**src/rtl/wconv_fifo_pkg.sv**
```systemverilog
package wconv_fifo_pkg;

  // Strobes and latched modes passed from control to datapath
  typedef struct packed {
    logic wrPush;   // store wrData at wrAddr this cycle
    logic halfSel;  // 0: first half of head word is next, 1: second half
    logic bigEnd;   // latched half order
    logic narrow;   // latched read width
  } wconv_ctl_t;

endpackage

```
**src/rtl/wconv_fifo_ctrl.sv**
```systemverilog
module wconv_fifo_ctrl
  import wconv_fifo_pkg::*;
#(
  parameter int DEPTH = 16,
  localparam int AW = $clog2(DEPTH)
) (
  input  logic          clk,
  input  logic          mrst,
  input  logic          cfgBigEnd,
  input  logic          cfgNarrow,
  input  logic          wrEn,
  input  logic          rdEn,
  output wconv_ctl_t    ctl,
  output logic [AW-1:0] wrAddr,
  output logic [AW-1:0] rdAddr,
  output logic          empty,
  output logic          full
);

  logic [AW-1:0] wrPtr, rdPtr;
  logic [AW:0]   occ;
  logic          halfQ, bigQ, narrowQ;
  logic          wrOk, rdOk, popWord;

  function automatic logic [AW-1:0] nextPtr(input logic [AW-1:0] p);
    return (p == AW'(DEPTH - 1)) ? '0 : p + 1'b1;
  endfunction

  assign empty   = (occ == '0);
  assign full    = (occ == (AW+1)'(DEPTH));
  assign wrOk    = wrEn && !full;
  assign rdOk    = rdEn && !empty;
  // a word leaves only on a wide read or on the second half of a narrow read
  assign popWord = rdOk && (!narrowQ || halfQ);

  always_ff @(posedge clk) begin
    if (mrst) begin
      wrPtr   <= '0;
      rdPtr   <= '0;
      occ     <= '0;
      halfQ   <= 1'b0;
      bigQ    <= cfgBigEnd;
      narrowQ <= cfgNarrow;
    end else begin
      if (wrOk)    wrPtr <= nextPtr(wrPtr);
      if (popWord) rdPtr <= nextPtr(rdPtr);
      if (rdOk && narrowQ) halfQ <= !halfQ;
      case ({wrOk, popWord})
        2'b10:   occ <= occ + 1'b1;
        2'b01:   occ <= occ - 1'b1;
        default: occ <= occ;
      endcase
    end
  end

  assign wrAddr      = wrPtr;
  assign rdAddr      = rdPtr;
  assign ctl.wrPush  = wrOk;
  assign ctl.halfSel = halfQ;
  assign ctl.bigEnd  = bigQ;
  assign ctl.narrow  = narrowQ;

endmodule

```
**src/rtl/wconv_fifo_dp.sv**
```systemverilog
module wconv_fifo_dp
  import wconv_fifo_pkg::*;
#(
  parameter int DEPTH  = 16,
  parameter int WORD_W = 18,
  localparam int AW     = $clog2(DEPTH),
  localparam int HALF_W = WORD_W / 2
) (
  input  logic              clk,
  input  logic              mrst,
  input  wconv_ctl_t        ctl,
  input  logic [AW-1:0]     wrAddr,
  input  logic [AW-1:0]     rdAddr,
  input  logic [WORD_W-1:0] wrData,
  input  logic              rdSel,
  input  logic              outEn,
  output logic [WORD_W-1:0] rdData,
  output logic              rdValid
);

  logic [WORD_W-1:0] mem [DEPTH];
  logic [WORD_W-1:0] head, shaped;
  logic [HALF_W-1:0] upperHalf, lowerHalf;
  logic              csQ, takeUpper;

  always_ff @(posedge clk) begin
    if (ctl.wrPush) mem[wrAddr] <= wrData;
  end

  always_ff @(posedge clk) begin
    if (mrst) csQ <= 1'b0;
    else      csQ <= rdSel;
  end

  assign head      = mem[rdAddr];
  assign upperHalf = head[WORD_W-1:HALF_W];
  assign lowerHalf = head[HALF_W-1:0];
  // big-endian starts on the upper half; halfSel flips to the other half
  assign takeUpper = ctl.bigEnd ^ ctl.halfSel;

  always_comb begin
    if (ctl.narrow)
      shaped = {{(WORD_W-HALF_W){1'b0}}, (takeUpper ? upperHalf : lowerHalf)};
    else
      shaped = head;
  end

  assign rdValid = csQ && outEn;
  assign rdData  = rdValid ? shaped : '0;

endmodule

```
**src/rtl/wconv_fifo.sv**
```systemverilog
module wconv_fifo
  import wconv_fifo_pkg::*;
#(
  parameter int DEPTH  = 16,
  parameter int WORD_W = 18,
  localparam int AW     = $clog2(DEPTH)
) (
  input  logic              clk,
  input  logic              mrst,
  input  logic              cfgBigEnd,
  input  logic              cfgNarrow,
  input  logic              wrEn,
  input  logic [WORD_W-1:0] wrData,
  input  logic              rdEn,
  input  logic              rdSel,
  input  logic              outEn,
  output logic [WORD_W-1:0] rdData,
  output logic              rdValid,
  output logic              empty,
  output logic              full
);

  wconv_ctl_t    ctl;
  logic [AW-1:0] wrAddr, rdAddr;

  wconv_fifo_ctrl #(.DEPTH(DEPTH)) u_ctrl (
    .clk(clk), .mrst(mrst), .cfgBigEnd(cfgBigEnd), .cfgNarrow(cfgNarrow),
    .wrEn(wrEn), .rdEn(rdEn), .ctl(ctl), .wrAddr(wrAddr), .rdAddr(rdAddr),
    .empty(empty), .full(full)
  );

  wconv_fifo_dp #(.DEPTH(DEPTH), .WORD_W(WORD_W)) u_dp (
    .clk(clk), .mrst(mrst), .ctl(ctl), .wrAddr(wrAddr), .rdAddr(rdAddr),
    .wrData(wrData), .rdSel(rdSel), .outEn(outEn),
    .rdData(rdData), .rdValid(rdValid)
  );

endmodule

```
**config.mk**
```make
export PLATFORM = sky130hd
export DESIGN_NAME = wconv_fifo
export DESIGN_NICKNAME = d
export VERILOG_FILES = /design/src/rtl/wconv_fifo_pkg.sv /design/src/rtl/wconv_fifo_ctrl.sv /design/src/rtl/wconv_fifo_dp.sv /design/src/rtl/wconv_fifo.sv
export SDC_FILE = /design/constraint.sdc
export NUM_CORES = 1
export LEC_CHECK = 0
export BUFFER_PORTS_ARGS = -buffer_cell sky130_fd_sc_hd__buf_4
export CORE_MARGIN = 3
export CORE_UTILIZATION = 55
export DETAILED_ROUTE_END_ITERATION = 10
export HOLD_SLACK_MARGIN = 0.03
export PLACE_DENSITY = 0.78
export SLEW_MARGIN = 10
export SYNTH_ARGS = -nofsm -noshare
export SYNTH_HDL_FRONTEND = slang
export SYNTH_HIERARCHICAL = 1
export SYNTH_SLANG_ARGS = --single-unit
```
**constraint.sdc**
```tcl
create_clock -name clk -period 3.37 [get_ports clk]
set_input_delay 0.5055 -clock clk [delete_from_list [all_inputs] [get_ports clk]]
set_output_delay 0.5055 -clock clk [all_outputs]
set_load 0.03 [all_outputs]
```
Word level (Yosys, flattened, before mapping)
Memory sizes are Yosys's and may differ from the RTL's. A register that Yosys moved wholly into a read port is not among the register bits.
Cells that the tools add are included.
{ "totals": {"inputBits": 26, "mem_count": 1, "mem_bits_rw": 288, "ff_bits": 17} }
{ "op_classes": {"eq_ne": 5, "bitwise": 1, "muxes": 10, "reduce_logical": 12, "addsub": 4} }
{ "memory_table": {"columns": ["name", "depth", "word_bits", "read_ports", "rd_ports_with_merged_regs", "write_ports", "line", "text"], "rows": [
  ["u_dp.mem", 16, 18, 1, 1, 1, "wconv_fifo_dp.sv:21", "logic [WORD_W-1:0] mem [DEPTH];"]
]} }
{ "ops": {"columns": ["operator", "n"], "rows": [
  ["two-way mux 18 bit", 2],
  ["two-way mux 4 bit", 4],
  ["one-hot mux 5 bit (2 select lines)", 1],
  ["two-way mux 9 bit", 1],
  ["adder 4 x 1 -> 4 bit (second input constant)", 2],
  ["== test 4 bit (second input constant)", 2],
  ["adder 5 x 1 -> 5 bit (second input constant)", 1],
  ["== test 5 bit (second input constant)", 1],
  ["logical AND 1 bit", 5],
  ["logical NOT 5 bit", 1],
  ["subtractor 5 x 1 -> 5 bit (second input constant)", 1],
  ["logical NOT 1 bit", 4],
  ["== test 2 x 1 -> 1 bit (second input constant)", 1],
  ["== test 2 bit (second input constant)", 1],
  ["two-way mux 1 bit", 2],
  ["nonzero test 2 bit", 1],
  ["logical OR 1 bit", 1],
  ["XOR 1 bit", 1]
]} }

Longest topological paths before layout
{ "depth": {"word_depth": 6, "mapped_depth": 12} }

Cells and area by module
Netlist, hierarchy kept.
{ "modules_own_cells": {"columns": ["module", "cells_per_inst", "area_per_inst_um2", "instances"], "rows": [
  ["wconv_fifo_dp", 585, 11448.5, 1],
  ["wconv_fifo_ctrl", 97, 893.4, 1]
]} }

Least setup slack after synthesis
Ideal clock, no wire load.
{ "synth_timing": {"kind": "register -> register", "start": "register u_ctrl.occ[0]", "end": "memory u_dp.mem[0][0] (enable)", "t_arrival_ns": 2.701, "setup_time_ns": 0.416, "period_less_slack_ns": 3.117, "required_time_ns": 2.954, "path_buffers": 3, "slack_ns": 0.253, "path_stages_with_launch": 8, "path_cell_list": "dfxtp_1 -> or4_1 -> buf_2 -> o21a_1 -> buf_6 -> buf_4 -> or3b_2 -> nor3_1"} }
{ "synth_between": {"elab_chain_len": 5} }
{ "synth_rtl": {"columns": ["element", "line", "text"], "rows": [
  ["from (decl)", "wconv_fifo_ctrl.sv:21", "logic [AW:0] occ;"],
  ["from (signal assigned)", "wconv_fifo_ctrl.sv:49", "2'b10: occ <= occ + 1'b1;"],
  ["from (signal assigned)", "wconv_fifo_ctrl.sv:50", "2'b01: occ <= occ - 1'b1;"],
  ["== test 5 bit", "wconv_fifo_ctrl.sv:30", "assign full = (occ == (AW+1)'(DEPTH));"],
  ["logical NOT 1 bit", "wconv_fifo_ctrl.sv:31", "assign wrOk = wrEn && !full;"],
  ["logical AND 1 bit", "wconv_fifo_ctrl.sv:31", null],
  ["named net u_ctrl.wrOk", "wconv_fifo_ctrl.sv:23", "logic wrOk, rdOk, popWord;"],
  ["two-way mux 1 bit", "wconv_fifo_dp.sv:27", "if (ctl.wrPush) mem[wrAddr] <= wrData;"],
  ["two-way mux 1 bit (implied by the code)", "wconv_fifo_dp.sv:27", null],
  ["to (decl)", "wconv_fifo_dp.sv:21", null]
]} }
The timed path passes the listed nets, and every way through them passes these cells.

==> impl_metrics.ini <==
[outcome]
outcome = finished clean

[sta]
worst_slew_pin_slew_ns = 1.10
slew_headroom_pct = 26.0
finClkSkew_ns = 0.0163
max_freq_mhz = 308
min_period_ns = 3.24
worst_hold_slack_ns = 0.142
drv_slew = 0
setup_tns_ns = 0
hold_viol = 0
setup_viol = 0
grt_setup_unrepaired = no
period_share_pct = 96.3

[grt]
grt_pass1_vias = 6708
grt.total_usage_pct = 22.1
grt_antenna_before_repair = 0
grt_pass1_wl_mm = 40.5
grt_overflow = 0
grt_max_degree = 51

[die]
rows = 54
fp.dieW_um = 156
die-area_um2 = 24300
fp.dieH_um = 156
core_um2 = 22000
io-pin-count = 47
initial_core_util_pct = 56.2

[clock_tree]
cts_setup_buffers = 0
path_clk_slew_ns = 0.06
cts_root_buf = clkbuf_16
clock_sinks = 305
cts_made_buffers = 30
clkLatencyLatePin_ns = 0.55
cts_buffer_depth = 3
cts_max_level = 1
cts_tree = yes

[yosys]
synth_top_area_cell = edfxtp_1
synthFlopType = edfxtp_1
synth.net_count = 715
synth.avg_cell_area_um2 = 18.1
postSynth.asyncResetShare_pct = 0
synth_area_um2 = 12300
synth_warnings = 6
yosysUniqueCellTypes = 50
synth_seq_area_share_pct = 73.0
synth-edff-count = 290
synthTopCellsByCount = edfxtp_1 (290), mux2i_1 (77), nor2_1 (51), a22oi_1 (42), nand3_1 (28)
synth_area_leaders = edfxtp_1 (71%), mux2i_1 (6.2%), mux4_1 (3.8%)
ys_ff_latch = 305
yosysTopAreaCellShare_pct = 70.6
yosys.cell_count.top_type = edfxtp_1
synthCells = 682

[critical_path]
worst_path_max_delay_cell = mux4_1
end_kind = primary output
critical_path.cell_chain = buf_12 > mux4_1 > mux2_2 > a22oi_1 > nand3_1 > buf_4
cp.arrival_ns = 2.74
cp.buffers_inverters = 2
critical-path-top-delay-family = multiplexers
required_ns = 2.86
crit_path_start_kind = register
critPathKind = reg -> out
cp_max_fo = 50
cpPeakStageDelay_ns = 0.61

[routing]
vias_per_cell = 6.23
dr.pass1.iters = 5
drc = 0
antenna_left = 0
drt-initial-drc-count = 653
vias = 6602
wl_mm = 26.6
wire_per_inst_um = 25.1

[power]
p_leak_nw = 4.56
pwr_density_cell_nw_per_um2 = 601
ir_worst_vdd_uv = 363

[placement]
portBuffers = 46
place.gp.congestion = 0.901
dp_hpwl_mm = 16.1

[hold_path]
hold_class = in -> reg

[finish]
n_antenna_cell = 0
seqCellArea_um2 = 9020
syn_to_final_growth_pct = 14.2
final_nets = 790
multi_input_area_um2 = 3140
drive_above_1_share_pct = 23.2
fillers = 1436

[job]
cap_violations = 0
stage by stage:
| step | util, % | std cells | setup WS, ns | area, um2 | power [mW] |
|---|---|---|---|---|---|
| floorplan | - | 682 | 0.253 | 12300 | 5.06 |
| global placement | 59.9 | 1005 | 0.393 | 13200 | 5.35 |
| detailed placement | 59.9 | 1005 | 0.237 | 13200 | 5.40 |
| CTS | 64.2 | 1059 | 0.0449 | 14100 | 8.52 |
| global route | 64.2 | 1059 | 0.0104 | 14100 | 8.76 |
| finish | 64.2 | 1059 | 0.126 | 14100 | 8.47 |
power breakdown:
part	leakage, nW	internal, mW	switching, mW
logic	1.36	0.395	0.559
clock network	0.458	1.82	1.32
registers	2.75	4.24	0.142
total	4.56	6.45	2.02
timing repair:
action                     CTS  global route
hold buffers                 0             0
gates resized for setup      0             1
setup endpoints to repair    0             1
sequential cells by signal (all words and copies together), names as in the netlist:
register        count
u_ctrl/occ          5
u_ctrl/bigQ         1
u_ctrl/halfQ        1
u_ctrl/wrAddr       4
u_dp/mem          288
u_ctrl/narrowQ      1
u_ctrl/rdAddr       4
u_dp/csQ            1
cells by family after synthesis:
logic type / after synthesis / share of synthesized area (%)
adder cells (fa/ha/maj): 7 / 0.770
AND/OR/NAND/NOR: 125 / 4.97
AO/OA/AOI/OAI: 62 / 3.70
flip-flops: 305 / 73.0
XOR/XNOR: 6 / 0.426
multiplexers: 132 / 15.1
buffers and inverters: 45 / 2.05
per-layer routing:
metal | vias up | GRT usage (%) | wire [um]
li1 | 2894 | - | -
met4 | 0 | 5.17 | 657
met1 | 3348 | 30.6 | 10500
met2 | 299 | 36.9 | 13200
met5 | - | 0 | 0
met3 | 61 | 4.49 | 2200
cell type report:
type,instances,area share [%]
clock inverter,17,0.941
timing repair buffer,79,4.47
multi-input combinational,332,22.2
tap,280,2.48
inverter,9,0.240
sequential,305,64.0
clock buffer,37,5.66
worst reg2reg max path, stage by stage, from the launching register on:
cell     delay, ns
dfxtp_1       0.35
or4_1         0.65
o21a_1        0.33
inv_1         0.10
ha_1          0.26
inv_1         0.11
fa_1          0.41
nor2b_1       0.19
o22ai_1       0.13
mux2i_1       0.18
mux2_2        0.35
worst paths after layout:
path                                 start                         end  slack (ns)  cells after the start
min                              cfgBigEnd       u_ctrl/bigQ$_DFFE_PP_        0.14                      1
max reg2reg     u_ctrl/occ[0]$_SDFFE_PP0P_  u_ctrl/occ[4]$_SDFFE_PP0P_        0.21                     10
min reg2reg     u_ctrl/occ[2]$_SDFFE_PP0P_  u_ctrl/occ[2]$_SDFFE_PP0P_        0.59                      2
max          u_ctrl/rdAddr[1]$_SDFFE_PP0P_                   rdData[5]        0.13                      6
layout by cell type (no fill, tap or decap), types with 4 or more instances in the layout:
| cell type | count |
|---|---|
| clkbuf_1 | 6 |
| mux4_1 | 18 |
| dfxtp_1 | 12 |
| nor3_2 | 5 |
| clkbuf_16 | 31 |
| clkinv_2 | 5 |
| nor3_1 | 10 |
| ha_1 | 6 |
| xor2_1 | 4 |
| mux2i_1 | 77 |
| nor2_2 | 12 |
| nor2_1 | 39 |
| edfxtp_1 | 290 |
| clkinv_1 | 8 |
| a22oi_1 | 41 |
| mux4_2 | 18 |
| mux2_2 | 19 |
| buf_4 | 76 |
| inv_1 | 9 |
| nand2_1 | 6 |
| nand3_1 | 28 |
| nor2b_1 | 7 |
| a21oi_1 | 5 |
(Power assumes the default switching activity.)
